<file path="src/rtl/cbp_pkg.sv">
`timescale 1ns/1ps
package cbp_pkg;
  typedef logic [1:0] ctr_t;

  localparam ctr_t CTR_SNT = 2'b00;
  localparam ctr_t CTR_WNT = 2'b01;
  localparam ctr_t CTR_WT  = 2'b10;
  localparam ctr_t CTR_ST  = 2'b11;

  // saturating step of a two-bit direction counter
  function automatic ctr_t ctr_next(input ctr_t cur, input logic taken);
    ctr_t nxt;
    if (taken) nxt = (cur == CTR_ST)  ? CTR_ST  : cur + 2'b01;
    else       nxt = (cur == CTR_SNT) ? CTR_SNT : cur - 2'b01;
    return nxt;
  endfunction
endpackage

</file>
<file path="src/rtl/cbp_index.sv">
`timescale 1ns/1ps
module cbp_index #(
  parameter int PC_W      = 32,
  parameter int ROW_BITS  = 3,
  parameter int HIST_BITS = 3,
  localparam int IDX_W    = ROW_BITS + HIST_BITS
) (
  input  logic [PC_W-1:0]      pc,
  input  logic [HIST_BITS-1:0] hist,
  output logic [IDX_W-1:0]     idx
);
  // word-aligned instructions: the two low address bits carry no information
  logic unused_pc_bits;
  generate
    if (PC_W > ROW_BITS + 2) begin : g_upper
      assign unused_pc_bits = ^{pc[PC_W-1:ROW_BITS+2], pc[1:0]};
    end else begin : g_noupper
      assign unused_pc_bits = ^pc[1:0];
    end
  endgenerate

  // row from the address, column from the history
  assign idx = {pc[ROW_BITS+1:2], hist};
endmodule

</file>
<file path="src/rtl/cbp_history.sv">
`timescale 1ns/1ps
module cbp_history #(
  parameter int HIST_BITS = 3
) (
  input  logic                 clk,
  input  logic                 rst,
  input  logic                 shift_en,
  input  logic                 bit_in,
  output logic [HIST_BITS-1:0] hist
);
  always_ff @(posedge clk) begin
    if (rst)           hist <= '0;
    else if (shift_en) hist <= {hist[HIST_BITS-2:0], bit_in};
  end

  AST_HIST_SHIFT: assert property (@(posedge clk) disable iff (rst)
    shift_en |=> hist == {$past(hist[HIST_BITS-2:0]), $past(bit_in)});
  AST_HIST_HOLD: assert property (@(posedge clk) disable iff (rst)
    !shift_en |=> $stable(hist));
endmodule

</file>
<file path="src/rtl/cbp_table.sv">
`timescale 1ns/1ps
module cbp_table
  import cbp_pkg::*;
#(
  parameter int ROW_BITS  = 3,
  parameter int HIST_BITS = 3,
  localparam int IDX_W    = ROW_BITS + HIST_BITS,
  localparam int ENTRIES  = 1 << IDX_W
) (
  input  logic             clk,
  input  logic             rst,
  input  logic [IDX_W-1:0] rd_idx,
  output logic             rd_taken,
  input  logic             wr_en,
  input  logic [IDX_W-1:0] wr_idx,
  input  logic             wr_taken
);
  ctr_t mem [ENTRIES];

  // asynchronous read: the old value is seen by a lookup in an update cycle
  assign rd_taken = mem[rd_idx][1];

  always_ff @(posedge clk) begin
    if (rst) begin
      for (int i = 0; i < ENTRIES; i++) mem[i] <= CTR_WNT;
    end else if (wr_en) begin
      mem[wr_idx] <= ctr_next(mem[wr_idx], wr_taken);
    end
  end

  // record of the last write, used only by the checks below
  logic             chk_wr;
  logic             chk_tak;
  logic [IDX_W-1:0] chk_idx;
  ctr_t             chk_old;
  always_ff @(posedge clk) begin
    if (rst) begin
      chk_wr  <= 1'b0;
      chk_tak <= 1'b0;
      chk_idx <= '0;
      chk_old <= CTR_WNT;
    end else begin
      chk_wr  <= wr_en;
      chk_tak <= wr_taken;
      chk_idx <= wr_idx;
      chk_old <= mem[wr_idx];
    end
  end

  AST_SAT_HIGH: assert property (@(posedge clk) disable iff (rst)
    (chk_wr && chk_tak && chk_old == CTR_ST) |-> mem[chk_idx] == CTR_ST);
  AST_SAT_LOW: assert property (@(posedge clk) disable iff (rst)
    (chk_wr && !chk_tak && chk_old == CTR_SNT) |-> mem[chk_idx] == CTR_SNT);
  AST_STRONG_T_KEEPS: assert property (@(posedge clk) disable iff (rst)
    (chk_wr && !chk_tak && chk_old == CTR_ST) |-> mem[chk_idx] == CTR_WT);
  AST_STRONG_NT_KEEPS: assert property (@(posedge clk) disable iff (rst)
    (chk_wr && chk_tak && chk_old == CTR_SNT) |-> mem[chk_idx] == CTR_WNT);
  AST_WEAK_FLIPS: assert property (@(posedge clk) disable iff (rst)
    (chk_wr && chk_old == CTR_WNT && chk_tak) |-> mem[chk_idx][1]);
endmodule

</file>
<file path="src/rtl/corr_predictor.sv">
`timescale 1ns/1ps
module corr_predictor #(
  parameter int PC_W      = 32,
  parameter int ROW_BITS  = 3,
  parameter int HIST_BITS = 3,
  localparam int IDX_W    = ROW_BITS + HIST_BITS
) (
  input  logic                 clk,
  input  logic                 rst,
  input  logic [PC_W-1:0]      lk_pc,
  output logic                 lk_taken,
  output logic [HIST_BITS-1:0] ghist,
  input  logic                 up_valid,
  input  logic [PC_W-1:0]      up_pc,
  input  logic [HIST_BITS-1:0] up_hist,
  input  logic                 up_taken
);
  logic [IDX_W-1:0] lk_idx;
  logic [IDX_W-1:0] up_idx;

  cbp_index #(.PC_W(PC_W), .ROW_BITS(ROW_BITS), .HIST_BITS(HIST_BITS)) u_lk_index (
    .pc(lk_pc), .hist(ghist), .idx(lk_idx)
  );

  cbp_index #(.PC_W(PC_W), .ROW_BITS(ROW_BITS), .HIST_BITS(HIST_BITS)) u_up_index (
    .pc(up_pc), .hist(up_hist), .idx(up_idx)
  );

  cbp_table #(.ROW_BITS(ROW_BITS), .HIST_BITS(HIST_BITS)) u_table (
    .clk(clk), .rst(rst),
    .rd_idx(lk_idx), .rd_taken(lk_taken),
    .wr_en(up_valid), .wr_idx(up_idx), .wr_taken(up_taken)
  );

  cbp_history #(.HIST_BITS(HIST_BITS)) u_hist (
    .clk(clk), .rst(rst), .shift_en(up_valid), .bit_in(up_taken), .hist(ghist)
  );

  AST_RESET_HIST: assert property (@(posedge clk)
    $past(rst) |-> ghist == '0);
endmodule

</file>
<file path="config.mk">
export PLATFORM = sky130hd
export DESIGN_NAME = corr_predictor
export DESIGN_NICKNAME = d
export VERILOG_FILES = /design/src/rtl/cbp_pkg.sv /design/src/rtl/cbp_index.sv /design/src/rtl/cbp_history.sv /design/src/rtl/cbp_table.sv /design/src/rtl/corr_predictor.sv
export SDC_FILE = /design/constraint.sdc
export NUM_CORES = 1
export LEC_CHECK = 0
export BUFFER_PORTS_ARGS = -buffer_cell sky130_fd_sc_hd__buf_2
export CORE_ASPECT_RATIO = 1.2
export CORE_UTILIZATION = 45
export CTS_BUF_LIST = sky130_fd_sc_hd__clkbuf_8
export DETAILED_ROUTE_END_ITERATION = 12
export SLEW_MARGIN = 20
export SYNTH_ARGS = -nofsm -noshare
export SYNTH_HDL_FRONTEND = slang
export SYNTH_SLANG_ARGS = --single-unit
</file>
<file path="constraint.sdc">
create_clock -name clk -period 3.85 [get_ports clk]
set_input_delay 0.1925 -clock clk [delete_from_list [all_inputs] [get_ports clk]]
set_output_delay 0.1925 -clock clk [all_outputs]
set_load 0.05 [all_outputs]
</file>
==> results_dict.tcl <==
set metrics [dict create \
    die_x_um 118 \
    cts_root_buffer "clkbuf_8" \
    nNetsFinal 689 \
    routed_via_density 6.43 \
    clock_sinks 131 \
    worstRegToRegCells 8 \
    clk_latency_ps 460 \
    startpoint_type "flop" \
    grt_pass1_vias 5211 \
    syn_nets 695 \
    ys_async_sr_fraction_pct 0 \
    avgRoutedWirePerCell_um 24.8 \
    synth_edf_count 128 \
    drc 0 \
    worst_slack_ps 618 \
    final_cell_count_no_fill 839 \
    firstDrtPassIters 7 \
    hold_path.class "input port to flop" \
    synth_area_per_cell_um2 11.6 \
    fin_area_mm2 0.00793 \
    final_hold_viol_count 0 \
    cp.arrival_ps 3040 \
    period_minus_slack_ps 3230 \
    synth_flop_cell "edfxtp_1" \
    clk_pin_slew_ps 80 \
    drt_iter0_markers 474 \
    powerDensity_mw_per_mm2 414 \
    fp-row-count 50 \
    routabilityCongestion 0.866 \
    ys_warn_count 0 \
    synth_cell_type_count 54 \
    dp_hpwl_um 13800 \
    synth.most_common_cell "edfxtp_1" \
    netlist_top_cells_area "edfxtp_1 53%, mux4_2 9.9%, nand2_1 3.3%" \
    postPlaceCellArea_mm2 0.00752 \
    cts-buffers-inserted 17 \
    rsz0062_at_grt "no" \
    synth_commonest_cells "128 x edfxtp_1, 64 x nand2_1, 58 x nor2_1, 47 x nand3_1, 41 x nor3_1" \
    crit_fanout 15 \
    hold-worst-slack_ps 46.7 \
    tightestPinTransition_ps 947 \
    clockBufferDepth 2 \
    syn2layout_area_growth_pct 9.08 \
    io_buffers 16 \
    dp.cells 807 \
    drv_slew 0 \
    place_ws_ps 323 \
    synth_area_leader_cell "edfxtp_1" \
    cts_hold_buf 0 \
    status "finished, final reports clean" \
    cts_resized 0 \
    yosysSeqAreaShare_pct 53.7 \
    htreeDepth 4 \
    r2r_setup_slack_ps 1000 \
    fin_setup_tns_ps 0 \
    r2r-start "u_table.mem[5][1]" \
    cap_violations 0 \
    finalCritPeriodShare_pct 83.9 \
    drt-total-wl_um 20800 \
    fin_skew_ps 11.3 \
    antenna_found_initial 0 \
    fillers 1376 \
    fmax_mhz 309 \
    r2r_end "u_table.mem[62][0]" \
    slew_headroom_pct 36.6 \
    p_leak_uw 0.00251 \
    crit_end "lk_taken" \
    required_ps 3660 \
    antenna_left 0 \
    multi_input_area_mm2 0.00301 \
    path_class "flop to primary output" \
    die_h_um 141 \
    synthCells 624 \
    io_pins 75 \
    cts_tree "done" \
    overflow 0 \
    dieArea_mm2 0.0167 \
    setup-violations-final 0 \
    track_usage_pct 26.2 \
    post-synth-top-area-fraction_pct 52.9 \
    max-vdd-ir-drop_mv 0.252 \
    syn_area_mm2 0.00727 \
    start_util_pct 46.3 \
    drive_gt1_share_pct 21.1 \
    ys_ff_latch 131 \
    cp-end-kind "primary output" \
    critPathLaunch "u_hist.hist[0]" \
    num_vias 5391 \
    seq_area_mm2 0.00390 \
    core_mm2 0.0157 \
    diodes 0 \
    grt_pass1_wl_um 31400 \
    cts_setup_buffers 0 \
    grt_max_degree 45 \
]
-- flip-flops by register name (all words and copies together) (netlist names) --
signal and flops:
u_hist.hist 3, u_table.mem 128
-- worst min-delay path by stage --
stage               startpoint             end  depth (start not counted)
finish                up_taken  u_hist.hist[0]                          3
CTS                   up_taken  u_hist.hist[0]                          3
floorplan             up_taken  u_hist.hist[0]                          2
global route          up_taken  u_hist.hist[0]                          3
global placement      up_taken  u_hist.hist[0]                          3
detailed placement    up_taken  u_hist.hist[0]                          3
-- layout make-up --
class                           count  share of cell area (%)
Sequential cell                   131                    49.3
Multi-Input combinational cell    424                    38.0
Timing Repair Buffer               41                    4.17
Tap cell                          208                    3.28
Clock buffer                       17                    2.95
Clock inverter                     15                    2.19
Inverter                            3                   0.142
-- metal layers --
layer | vias up | GRT usage (%) | wire length, um
li1 | 2335 | - | -
met5 | - | 0 | 0
met2 | 290 | 42.7 | 10100
met3 | 48 | 4.53 | 1690
met1 | 2718 | 34.0 | 8350
met4 | 0 | 12.6 | 650
-- through the flow --
| step | power (uW) | utilization [%] |
|---|---|---|
| 6_report | 3280 | 50.5 |
| 5_1_grt | 3380 | 50.5 |
| 4_1_cts | 3290 | 50.5 |
| 3_5_place_dp | 2070 | 47.9 |
| 3_3_place_gp | 2070 | 47.9 |
| 2_1_floorplan | 1940 | - |
-- worst max-delay path: stages, from the launching register on --
cell,delay [ps]
dfxtp_1,570
buf_12,240
mux4_2,580
mux4_2,500
mux4_2,460
buf_2,220
-- cell usage in the layout, fill, tap and decap left out, types with 5 or more instances in the layout --
cell type,count
clkbuf_8,17
buf_4,20
nand3b_1,8
a221o_1,5
a22oi_1,9
nor3_1,40
a221oi_1,5
nor2_1,58
nand2b_1,26
a21oi_1,5
mux4_2,32
mux2i_1,21
nand3_1,47
buf_12,5
a21o_1,16
edfxtp_1,128
nor2b_1,5
nand2_1,64
o21bai_1,5
buf_2,16
or2_2,22
-- cells by family after synthesis --
kind of cell / after synthesis / synth area share, %
AO/OA/AOI/OAI: 74 / 7.73
flip-flops: 131 / 53.7
AND/OR/NAND/NOR: 291 / 19.9
buffers and inverters: 69 / 4.91
multiplexers: 57 / 13.5
adder cells (fa/ha/maj): 2 / 0.293
-- power by group --
group          switching [uW]  internal, uW  total (uW)  leakage, uW
sequential               22.6          1590        1610      0.00115
combinational             282           153         435      0.00115
clock                     549           688        1240     0.000214
total                     854          2430        3280      0.00251
(Power assumes the default switching activity.)
